## src/rtl/sec_timer_pkg.sv

```systemverilog
package sec_timer_pkg;

  typedef enum logic [1:0] {
    REG_MODE  = 2'd0,
    REG_ALARM = 2'd1,
    REG_COUNT = 2'd2,
    REG_EVT   = 2'd3
  } reg_sel_e;

  localparam int unsigned EVT_ALARM = 0;
  localparam int unsigned EVT_STEP  = 1;
  localparam int unsigned NUM_EVT   = 2;

endpackage

```

## src/rtl/sec_timer_div.sv

```systemverilog
module sec_timer_div #(
  parameter int unsigned PRE_W = 16
) (
  input  logic             clk,
  input  logic             rst,
  input  logic             restart,
  input  logic             tick,
  input  logic [PRE_W-1:0] period,
  output logic             step
);

  logic [PRE_W-1:0] div_q;
  logic [PRE_W-1:0] last;
  logic             at_last;

  // period 0 wraps to all ones here, giving a 2**PRE_W tick period
  assign last    = period - 1'b1;
  assign at_last = (div_q == last);
  assign step    = tick && at_last && !restart;

  always_ff @(posedge clk) begin
    if (rst || restart) begin
      div_q <= '0;
    end else if (tick) begin
      div_q <= at_last ? '0 : div_q + 1'b1;
    end
  end

endmodule

```

## src/rtl/sec_timer_cnt.sv

```systemverilog
module sec_timer_cnt #(
  parameter int unsigned CNT_W = 32
) (
  input  logic             clk,
  input  logic             rst,
  input  logic             restart,
  input  logic             step,
  input  logic [CNT_W-1:0] alarm,
  output logic [CNT_W-1:0] count,
  output logic             hit
);

  logic [CNT_W-1:0] cnt_q;
  logic [CNT_W-1:0] cnt_next;

  assign cnt_next = cnt_q + 1'b1;
  // an all-ones alarm marks "no alarm armed"
  assign hit      = step && (cnt_next == alarm) && (alarm != '1);
  assign count    = cnt_q;

  always_ff @(posedge clk) begin
    if (rst || restart) begin
      cnt_q <= '0;
    end else if (step) begin
      cnt_q <= cnt_next;
    end
  end

endmodule

```

## src/rtl/sec_timer_evt.sv

```systemverilog
module sec_timer_evt #(
  parameter int unsigned N = 2
) (
  input  logic         clk,
  input  logic         rst,
  input  logic [N-1:0] set,
  input  logic         clr,
  input  logic [N-1:0] en_next,
  output logic [N-1:0] flags,
  output logic         irq
);

  logic [N-1:0] flag_q;
  logic [N-1:0] flag_d;
  logic         irq_q;

  for (genvar g = 0; g < N; g++) begin : g_flag
    // a set in the read cycle wins over the clear
    assign flag_d[g] = (flag_q[g] & ~clr) | set[g];
  end

  always_ff @(posedge clk) begin
    if (rst) begin
      flag_q <= '0;
      irq_q  <= 1'b0;
    end else begin
      flag_q <= flag_d;
      irq_q  <= |(flag_d & en_next);
    end
  end

  assign flags = flag_q;
  assign irq   = irq_q;

endmodule

```

## src/rtl/sec_timer.sv

```systemverilog
module sec_timer
  import sec_timer_pkg::*;
#(
  parameter int unsigned DATA_W  = 32,
  parameter int unsigned ADDR_W  = 4,
  parameter int unsigned PRE_W   = 16,
  parameter int unsigned CNT_W   = 32,
  parameter int unsigned PRE_RST = 32768
) (
  input  logic              clk,
  input  logic              rst,
  input  logic              slow_tick_i,
  input  logic              bus_sel_i,
  input  logic              bus_wr_i,
  input  logic [ADDR_W-1:0] bus_addr_i,
  input  logic [DATA_W-1:0] bus_wdata_i,
  output logic [DATA_W-1:0] bus_rdata_o,
  output logic              irq_o
);

  localparam int unsigned WORD_LSB = 2;
  localparam int unsigned EN_LSB   = PRE_W;
  localparam int unsigned RST_BIT  = PRE_W + NUM_EVT;

  reg_sel_e             reg_sel;
  logic                 wr_mode;
  logic                 wr_alarm;
  logic                 rd_any;
  logic                 rd_stat;
  logic                 restart;
  logic                 step;
  logic                 hit;
  logic [PRE_W-1:0]     presc_q;
  logic [NUM_EVT-1:0]   en_q;
  logic [NUM_EVT-1:0]   en_d;
  logic [CNT_W-1:0]     alarm_q;
  logic [CNT_W-1:0]     cnt_q;
  logic [NUM_EVT-1:0]   evt_set;
  logic [NUM_EVT-1:0]   stat_q;
  logic [DATA_W-1:0]    rd_d;
  logic [DATA_W-1:0]    rdata_q;
  logic                 unused_addr;

  assign unused_addr = ^bus_addr_i[WORD_LSB-1:0];

  assign reg_sel  = reg_sel_e'(bus_addr_i[WORD_LSB +: 2]);
  assign wr_mode  = bus_sel_i && bus_wr_i && (reg_sel == REG_MODE);
  assign wr_alarm = bus_sel_i && bus_wr_i && (reg_sel == REG_ALARM);
  assign rd_any   = bus_sel_i && !bus_wr_i;
  assign rd_stat  = rd_any && (reg_sel == REG_EVT);
  assign restart  = wr_mode && bus_wdata_i[RST_BIT];
  assign en_d     = wr_mode ? bus_wdata_i[EN_LSB +: NUM_EVT] : en_q;

  always_ff @(posedge clk) begin
    if (rst) begin
      presc_q <= PRE_W'(PRE_RST);
      en_q    <= '0;
      alarm_q <= '1;
    end else begin
      if (wr_mode) begin
        presc_q <= bus_wdata_i[PRE_W-1:0];
      end
      en_q <= en_d;
      if (wr_alarm) begin
        alarm_q <= bus_wdata_i[CNT_W-1:0];
      end
    end
  end

  sec_timer_div #(.PRE_W(PRE_W)) u_div (
    .clk     (clk),
    .rst     (rst),
    .restart (restart),
    .tick    (slow_tick_i),
    .period  (presc_q),
    .step    (step)
  );

  sec_timer_cnt #(.CNT_W(CNT_W)) u_cnt (
    .clk     (clk),
    .rst     (rst),
    .restart (restart),
    .step    (step),
    .alarm   (alarm_q),
    .count   (cnt_q),
    .hit     (hit)
  );

  assign evt_set[EVT_ALARM] = hit;
  assign evt_set[EVT_STEP]  = step;

  sec_timer_evt #(.N(NUM_EVT)) u_evt (
    .clk     (clk),
    .rst     (rst),
    .set     (evt_set),
    .clr     (rd_stat),
    .en_next (en_d),
    .flags   (stat_q),
    .irq     (irq_o)
  );

  always_comb begin
    rd_d = '0;
    unique case (reg_sel)
      REG_MODE: begin
        rd_d[PRE_W-1:0]          = presc_q;
        rd_d[EN_LSB +: NUM_EVT]  = en_q;
      end
      REG_ALARM: rd_d[CNT_W-1:0]   = alarm_q;
      REG_COUNT: rd_d[CNT_W-1:0]   = cnt_q;
      REG_EVT:   rd_d[NUM_EVT-1:0] = stat_q;
      default:   rd_d = '0;
    endcase
  end

  always_ff @(posedge clk) begin
    if (rst) begin
      rdata_q <= '0;
    end else if (rd_any) begin
      rdata_q <= rd_d;
    end
  end

  assign bus_rdata_o = rdata_q;

endmodule

```

## config.mk

```make
export PLATFORM = sky130hd
export DESIGN_NAME = sec_timer
export DESIGN_NICKNAME = d
export VERILOG_FILES = /design/src/rtl/sec_timer_pkg.sv /design/src/rtl/sec_timer_div.sv /design/src/rtl/sec_timer_cnt.sv /design/src/rtl/sec_timer_evt.sv /design/src/rtl/sec_timer.sv
export SDC_FILE = /design/constraint.sdc
export NUM_CORES = 1
export LEC_CHECK = 0
export BUFFER_PORTS_ARGS = -buffer_cell sky130_fd_sc_hd__buf_2
export CAP_MARGIN = 0
export CORE_MARGIN = 2
export CORE_UTILIZATION = 25
export DETAILED_ROUTE_END_ITERATION = 8
export PLACE_DENSITY = 0.36
export SLEW_MARGIN = 30
export SYNTH_ARGS = -nofsm -noshare
export SYNTH_HDL_FRONTEND = slang
export SYNTH_SLANG_ARGS = --single-unit
```

## constraint.sdc

```tcl
create_clock -name clk -period 4.5 [get_ports clk]
set_clock_uncertainty 0.15 [all_clocks]
set_input_delay 0.9 -clock clk [delete_from_list [all_inputs] [get_ports clk]]
set_output_delay 0.9 -clock clk [all_outputs]
set_load 0.02 [all_outputs]
```

### Word-level counts from Yosys, hierarchy flattened

Cells that the tools add are included.

* ROM bits: 0
* RAM bits: 0
* latch bits: 0
* memories kept: 0
* bits in registers: 133
* logic and storage cells: 43

* reductions and logical operators: 15
* equal/unequal tests: 6
* multiply operators: 0
* shifts and indexed selects: 0
* $lt $le $gt $ge: 0
* $add $sub $neg: 3
* mux-type cells: 5
* bitwise logic cells: 6
* div/mod/pow operators: 0

Operator list (number)
* case mux 16 bit (3 select lines): 1
* adder 32 x 1 -> 32 bit, second input constant: 1
* equality test 32 bit: 1
* inequality test 32 bit, second input constant: 1
* case mux 14 bit (2 select lines): 1
* adder 16 x 1 -> 16 bit, second input constant: 1
* equality test 16 bit: 1
* two-way mux 16 bit: 1
* subtractor 16 x 1 -> 16 bit, second input constant: 1
* logical AND 1 bit: 10
* case mux 2 bit (4 select lines): 1
* equality test 2 bit, second input constant: 2
* AND 1 bit: 2
* AND 2 bit: 1
* equality test 2 x 1 -> 1 bit, second input constant: 1
* logical NOT 1 bit: 2
* logical NOT 2 bit: 1
* two-way mux 2 bit: 1
* bitwise OR 1 bit: 2
* OR reduction 2 bit: 1
* logical OR 1 bit: 1
* NOT 1 bit: 1

### Depth between registers and ports, before layout

Gate-level depths: netlist of the first run.

* depth after elaboration: 10
* depth in mapped cells: 13
* depth with buffers taken out: 10

### Hierarchy

Synthesis of the first run repeated with hierarchy kept, for this count alone.

* cells, all modules: 860
* area total of the unflattened synthesis: 7241.9 um^2

By module, submodules not included
* sec_timer: cells each 368, instances 1, area an instance 3365.7 um^2
* sec_timer_cnt: cells each 318, instances 1, area an instance 2499.9 um^2
* sec_timer_div: cells each 164, instances 1, area an instance 1277.5 um^2
* sec_timer_evt: cells each 10, instances 1, area an instance 98.8 um^2

### Least setup slack after synthesis of the first run

OpenSTA, ideal clock, no wires.

* path kind: reg-to-reg
* from: register presc_q[0]
* to: register u_cnt.cnt_q[17] (netlist: u_cnt.count[17])
* clock period less this slack: 3.416 ns
* path slack: 1.084 ns
* stages on the path, launching flop included: 13
* data required time: 4.291 ns
* path buffers: 2
* setup time: 0.059 ns
* arrival time: 3.207 ns
* cells stage by stage: dfxtp_1 -> inv_1 -> ha_1 -> or4b_4 -> or3_1 -> a21oi_2 -> o22ai_1 -> or4_4 -> or2_1 -> buf_6 -> buf_6 -> or4_1 -> nand2_1

* cells in the longest elaborated chain, start to end: 4

RTL lines
* start: declaration: line sec_timer.sv:33 `logic [PRE_W-1:0] presc_q;`
* start signal: assignment: line sec_timer.sv:56 `presc_q <= PRE_W'(PRE_RST);`
* start signal: assignment: line sec_timer.sv:61 `presc_q <= bus_wdata_i[PRE_W-1:0];`
* subtractor 16 x 1 -> 16 bit: line sec_timer_div.sv:17 `assign last = period - 1'b1;`
* equality test 16 bit: line sec_timer_div.sv:18 `assign at_last = (div_q == last);`
* logical AND 1 bit (2 in a row): line sec_timer_div.sv:19 `assign step = tick && at_last && !restart;`
* end signal: assignment: line sec_timer_cnt.sv:25 `cnt_q <= cnt_next;`
* end: declaration: line sec_timer_cnt.sv:13 `logic [CNT_W-1:0] cnt_q;`

No other way between the ends.
A chain may end at the register's enable or synchronous reset.

### Worst setup path in the final report of the first run

* from: register u_cnt.cnt_q[0] (netlist: u_cnt.count[0])
* to: register u_evt.irq_q (netlist: u_evt.irq)

* cells in the longest elaborated chain, start to end: 7

RTL lines
* adder 32 x 1 -> 32 bit: line sec_timer_cnt.sv:16 `assign cnt_next = cnt_q + 1'b1;`
* equality test 32 bit: line sec_timer_cnt.sv:18 `assign hit = step && (cnt_next == alarm) && (alarm != '1);`
* logical AND 1 bit (2 in a row): line sec_timer_cnt.sv:18
* bitwise OR 1 bit: line sec_timer_evt.sv:19 `assign flag_d[g] = (flag_q[g] & ~clr) | set[g];`
* AND 2 bit: line sec_timer_evt.sv:28 `irq_q <= |(flag_d & en_next);`
* OR reduction 2 bit: line sec_timer_evt.sv:28
* end signal: assignment: line sec_timer_evt.sv:28
* end: declaration: line sec_timer_evt.sv:15 `logic irq_q;`

No other way between the ends.

==> results of run 1 <==
[cell usage after synthesis, types with 3 or more instances]
master	count	area share, %
nand2_1	165	8.3
dfxtp_1	133	36
nor2_1	76	3.8
clkbuf_1	71	3.6
a21oi_1	50	3.4
xnor2_1	49	5.7
nand3b_1	38	3.8
xor2_1	33	3.9
nand4_1	30	2.5
nor3_1	29	1.9
nand3_1	25	1.7
or4_1	24	2.4
o211ai_1	22	2.2
a222oi_1	18	2.4
nor4_1	16	1.3
a22o_1	14	1.6
a22oi_1	14	1.4
inv_1	14	0.70
and3_1	12	1.0
a31oi_1	10	0.84
ha_1	8	1.3
mux2i_1	8	1.1
nand2b_1	8	0.67
o21ai_0	7	0.47
or2_2	7	0.59
and4_1	6	0.70
buf_1	6	0.30
or3_1	5	0.42
buf_2	4	0.27
buf_6	4	0.60
a221oi_1	3	0.35
nand4b_1	3	0.35
nor2b_1	3	0.25
[flip-flops by register name, indices dropped and copies added (netlist names)]
name / flops
en_q: 2
u_div.div_q: 16
alarm_q: 32
u_evt.flags: 2
u_cnt.count: 32
u_evt.irq: 1
bus_rdata_o: 32
presc_q: 16
[power by group through the flow]
stage	clock network [mW]	logic, mW	registers, mW
after global placement	0	0.261	1.25
after detailed placement	0	0.259	1.25
after global routing	1.56	0.284	1.23
final	1.47	0.256	1.23
after floorplan	0	0.160	1.25
after CTS	1.51	0.260	1.23
[layer usage]
layer  global-route usage (%)  vias to the layer above
li1                         -                     3462
met1                     22.6                     3341
met2                     30.3                      119
met3                     2.96                       13
met4                     3.96                        0
met5                        0                        -
[per-stage QoR]
stage          worst slack [ns]  area (um2)  hold slack (ns)
2_1_floorplan              1.08        7470            0.296
3_3_place_gp              0.674        8140            0.321
3_5_place_dp              0.672        8140            0.319
4_1_cts                   0.670        8730            0.330
5_1_grt                   0.450        8730            0.367
6_report                  0.671        8730            0.330
[cell families after synthesis]
family / count (synthesis) / synth area share (%)
mux: 8 / 1.07
buf+inv: 100 / 5.55
fa+ha+maj: 8 / 1.34
flops: 133 / 35.7
xor+xnor: 82 / 9.62
compound gates: 159 / 15.0
simple gates: 461 / 31.7
[final timing paths]
path / startpoint / slack [ns] / cells after the start / to
max: u_cnt.count[0] / 0.67 / 10 / u_evt.irq
min: en_q[0] / 0.33 / 2 / en_q[0]
max reg2reg: u_cnt.count[0] / 0.67 / 10 / u_evt.irq
min reg2reg: en_q[0] / 0.33 / 2 / en_q[0]
[layout make-up]
type	instances	area share, %
inverter	14	0.602
multi-input combinational	718	50.3
clock buffer	18	4.91
sequential	133	30.5
tap	390	5.59
timing repair buffer	96	6.22
clock inverter	14	1.86
[worst reg2reg max path, cell delays in order (launching register included)]
cell and delay (ns):
dfxtp_1 0.59, ha_1 0.38, nand3_1 0.11, buf_4 0.19, nor4_1 0.28, nor4bb_1 0.79
nor4b_1 0.30, a31oi_1 0.08, o2bb2ai_1 0.22, o41a_1 0.48, o22ai_1 0.19
==> flow_metrics.env, run 1 <==
export IMPL_grt_max_degree=75
export IMPL_fmax_mhz=261
export IMPL_post_route_period_util_pct=85.1
export IMPL_fin_setup_tns_ns=0
export IMPL_synth_area_mm2=0.00747
export IMPL_portBuffers=71
export IMPL_crit_path_end_kind="flop"
export IMPL_clkSinkCount=133
export IMPL_period_needed_ns=3.83
export IMPL_dieArea_mm2=0.0313
export IMPL_routed_wl_met3_um=720
export IMPL_postRouteWirelength_mm=26.8
export IMPL_area_growth_pct=17.0
export IMPL_syn_instance_count=951
export IMPL_wl_met2_mm=13.5
export IMPL_multi_input_area_mm2=0.00439
export IMPL_cp_num_buf_inv=1
export IMPL_wl_per_cell_um=19.4
export IMPL_dp_cells=1351
export IMPL_overflow=0
export IMPL_cp_start_kind="flop"
export IMPL_finalHoldViolCount=0
export IMPL_ys_flop_type="dfxtp_1"
export IMPL_synth_edff_count=0
export IMPL_route_detailed_drc=0
export IMPL_critPathTopFamily="simple AND/OR/NAND/NOR gates"
export IMPL_drtIter0Drc=554
export IMPL_p_sw_share_pct=28.0
export IMPL_clock_latency_ns=0.43
export IMPL_tightest_slew_ns=0.849
export IMPL_cts_buffer_depth=2
export IMPL_antenna_cells=0
export IMPL_num_rows=63
export IMPL_root_buffer="clkbuf_16"
export IMPL_rsz0062_at_grt="no"
export IMPL_cts_setup_buffers=0
export IMPL_avgViaCountPerCell=5.01
export IMPL_post_cts_resized=0
export IMPL_slew_viol_final=0
export IMPL_ant_nets=0
export IMPL_core_area_mm2=0.0296
export IMPL_cp_cell_sequence="ha_1 > nand3_1 > buf_4 > nor4_1 > nor4bb_1 > nor4b_1 > a31oi_1 > o2bb2ai_1 > o41a_1 > o22ai_1"
export IMPL_die_w_um=177
export IMPL_syn_num_nets=1000
export IMPL_synth_area_per_cell_um2=7.85
export IMPL_drt_met1_wl_mm=12.4
export IMPL_seq_power_share_pct=41.5
export IMPL_ys_warn_count=0
export IMPL_hold_class="flop to flop"
export IMPL_clkSlewWorstSetupHoldPaths_ns=0.06
export IMPL_async_reset_ff_share_pct=0
export IMPL_pwr_share_comb_pct=8.7
export IMPL_crit_type="flop to flop"
export IMPL_regArea_mm2=0.00266
export IMPL_intPower_mw=2.13
export IMPL_nets=1029
export IMPL_fin_cells=1383
export IMPL_crit_fanout=8
export IMPL_cts_inserted_buffers=17
export IMPL_final_core_util_pct=29.5
export IMPL_status="finished, final reports clean"
export IMPL_clockPowerShare_pct=49.9
export IMPL_first_pass_iters=6
export IMPL_ir_worst_vdd_mv=0.217
export IMPL_track_usage_pct=17.5
export IMPL_synth_seq_cells=133
export IMPL_antenna_found_initial=0
export IMPL_setup_violations_final=0
export IMPL_route_vias_total=6935
export IMPL_cpPeakStageDelay_ns=0.79
export IMPL_grt_pass1_wl_mm=41.4
export IMPL_final_layout_size_suffix_gt1_share_pct=14.4
export IMPL_start_util_pct=25.3
export IMPL_yosysSeqAreaShare_pct=35.7
export IMPL_power_density_mw_per_mm2=338
export IMPL_fillers=3257
export IMPL_required_ns=4.70
export IMPL_final_common_cell="nand2_1"
export IMPL_cts_htree_levels=4
export IMPL_cts_hold_fix_buffers=0
export IMPL_drv_cap=0
export IMPL_power_total_mw=2.96
export IMPL_crit_path_top_delay_cell="nor4bb_1"
export IMPL_ys_types=62
export IMPL_first_global_vias=6662
export IMPL_boundaryPins=74
export IMPL_cts_tree="done"
export IMPL_top_layer_used="met4"
export IMPL_p_switching_mw=0.826
export IMPL_relSlewSlack_pct=42.6
export IMPL_final_cell_mix="165 x nand2_1, 133 x dfxtp_1, 75 x nor2_1, 71 x buf_2, 50 x a21oi_1"
export IMPL_hpwl_mm=19.4
export IMPL_finalWeightedCongestion=0.779
export IMPL_power_leakage_nw=3.29
export IMPL_die_y_um=177
export IMPL_worstPathArrival_ns=4.03
No activity file was read; power rests on OpenSTA's default activity.
==> run 2: changes to the inputs <==
BUFFER_PORTS_ARGS = -buffer_cell sky130_fd_sc_hd__buf_4   (was -buffer_cell sky130_fd_sc_hd__buf_2)
==> run 2 against run 1 <==
Non-clock buffer count decreased by 1. Flip-flop and latch count unchanged. Worst hold slack better by 0.0015 ns. Clock-buffer cell count unchanged. Highest routed layer unchanged.
==> flow_metrics.env, run 2 (same netlist as run 1, synthesis figures left out) <==
export IMPL_status="finished, final reports clean"
export IMPL_relSlewSlack_pct=46.7
export IMPL_avgViaCountPerCell=5.07
export IMPL_crit_path_end_kind="flop"
export IMPL_grt_pass1_wl_mm=42.0
export IMPL_start_util_pct=25.3
export IMPL_root_buffer="clkbuf_16"
export IMPL_boundaryPins=74
export IMPL_first_pass_iters=6
export IMPL_final_common_cell="nand2_1"
export IMPL_top_layer_used="met4"
export IMPL_worstPathArrival_ns=3.98
export IMPL_ant_nets=0
export IMPL_ir_worst_vdd_mv=0.264
export IMPL_final_layout_size_suffix_gt1_share_pct=14.3
export IMPL_power_total_mw=2.98
export IMPL_portBuffers=71
export IMPL_clock_latency_ns=0.43
export IMPL_num_rows=63
export IMPL_crit_type="flop to flop"
export IMPL_period_needed_ns=3.78
export IMPL_drv_cap=0
export IMPL_wl_per_cell_um=19.6
export IMPL_slew_viol_final=0
export IMPL_final_cell_mix="165 x nand2_1, 133 x dfxtp_1, 95 x buf_4, 75 x nor2_1, 50 x a21oi_1"
export IMPL_dieArea_mm2=0.0313
export IMPL_power_leakage_nw=3.32
export IMPL_crit_fanout=52
export IMPL_finalWeightedCongestion=0.783
export IMPL_dp_slack_ns=0.687
export IMPL_cts_hold_fix_buffers=0
export IMPL_cp_start_kind="flop"
export IMPL_die_y_um=177
export IMPL_fin_cells=1382
export IMPL_cts_tree="done"
export IMPL_cts_htree_levels=4
export IMPL_rsz0062_at_grt="no"
export IMPL_antenna_found_initial=0
export IMPL_grt_max_degree=72
export IMPL_clkSlewWorstSetupHoldPaths_ns=0.06
export IMPL_fin_setup_tns_ns=0
export IMPL_track_usage_pct=17.7
export IMPL_post_dp_cell_area_mm2=0.00832
export IMPL_clkSinkCount=133
export IMPL_fin_area_mm2=0.00892
export IMPL_fillers=3246
export IMPL_dp_cells=1350
export IMPL_fmax_mhz=265
export IMPL_drt_met1_wl_mm=12.3
export IMPL_wl_met2_mm=13.6
export IMPL_hpwl_mm=19.7
export IMPL_route_detailed_drc=0
export IMPL_required_ns=4.70
export IMPL_power_density_mw_per_mm2=334
export IMPL_cts_buffer_depth=2
export IMPL_setup_slack_ns=0.722
export IMPL_setup_violations_final=0
export IMPL_holdWs_ns=0.332
export IMPL_cts_inserted_buffers=17
export IMPL_routed_wl_met3_um=875
export IMPL_finalHoldViolCount=0
export IMPL_post_cts_resized=0
export IMPL_route_vias_total=7001
export IMPL_drtIter0Drc=535
export IMPL_first_global_vias=6814
export IMPL_area_growth_pct=19.5
export IMPL_nets=1028
export IMPL_overflow=0
export IMPL_die_w_um=177
export IMPL_cts_setup_buffers=0
export IMPL_hold_class="flop to flop"
export IMPL_tightest_slew_ns=0.799
export IMPL_core_area_mm2=0.0296
export IMPL_final_core_util_pct=30.2
export IMPL_postRouteWirelength_mm=27.1
export IMPL_post_route_period_util_pct=84.0
export IMPL_antenna_cells=0
==> run 2: cell types whose count changed in the layout (fill, tap and decap cells not counted) <==
cell and change:
nor2_4 +1, inv_8 -2, inv_6 -2, nand2b_2 -1
buf_4 +70, bufinv_16 +1, nor2_2 -1, clkinv_4 +2
buf_2 -71, clkinv_2 +1, nand2b_4 +1
==> run 2: power breakdown <==
group          internal [mW]  total [mW]  switching (mW)  leakage (nW)
Sequential              1.20        1.23          0.0273          1.08
Clock                  0.878        1.48           0.604         0.288
Combinational          0.110       0.271           0.161          1.96
Total                   2.19        2.98           0.793          3.32
==> run 2: metal layers <==
layer / track usage (%) / vias to the layer above
met5: 0 / -
met1: 22.7 / 3380
met3: 2.75 / 15
met2: 31.0 / 135
met4: 4.34 / 0
li1: - / 3471
==> run 2: final timing paths <==
path                                  from         endpoint  slack (ns)  depth (start not counted)
worst max-delay path            presc_q[1]  u_cnt.count[24]        0.72                         11
worst max register to register  presc_q[1]  u_cnt.count[24]        0.72                         11
worst min-delay path               en_q[1]          en_q[1]        0.33                          2
worst min register to register     en_q[1]          en_q[1]        0.33                          2
==> run 2: area by class of cell <==
cell class	count	area, um2	share of cell area, %
Timing Repair Buffer	95	713	7.99
Inverter	14	52.6	0.589
Clock inverter	14	175	1.96
Multi-Input combinational cell	718	4400	49.3
Clock buffer	18	429	4.81
Sequential cell	133	2660	29.8
Tap cell	390	488	5.47
==> run 2: worst max-delay path: stages (launching register included) <==
cell     delay [ns]
dfxtp_1        0.38
inv_1          0.08
ha_1           0.25
or4b_4         0.50
or3_1          0.40
a21oi_2        0.16
o22ai_1        0.10
or4_4          0.55
or2_1          0.24
buf_4          0.29
or4b_1         0.51
o21ai_0        0.08
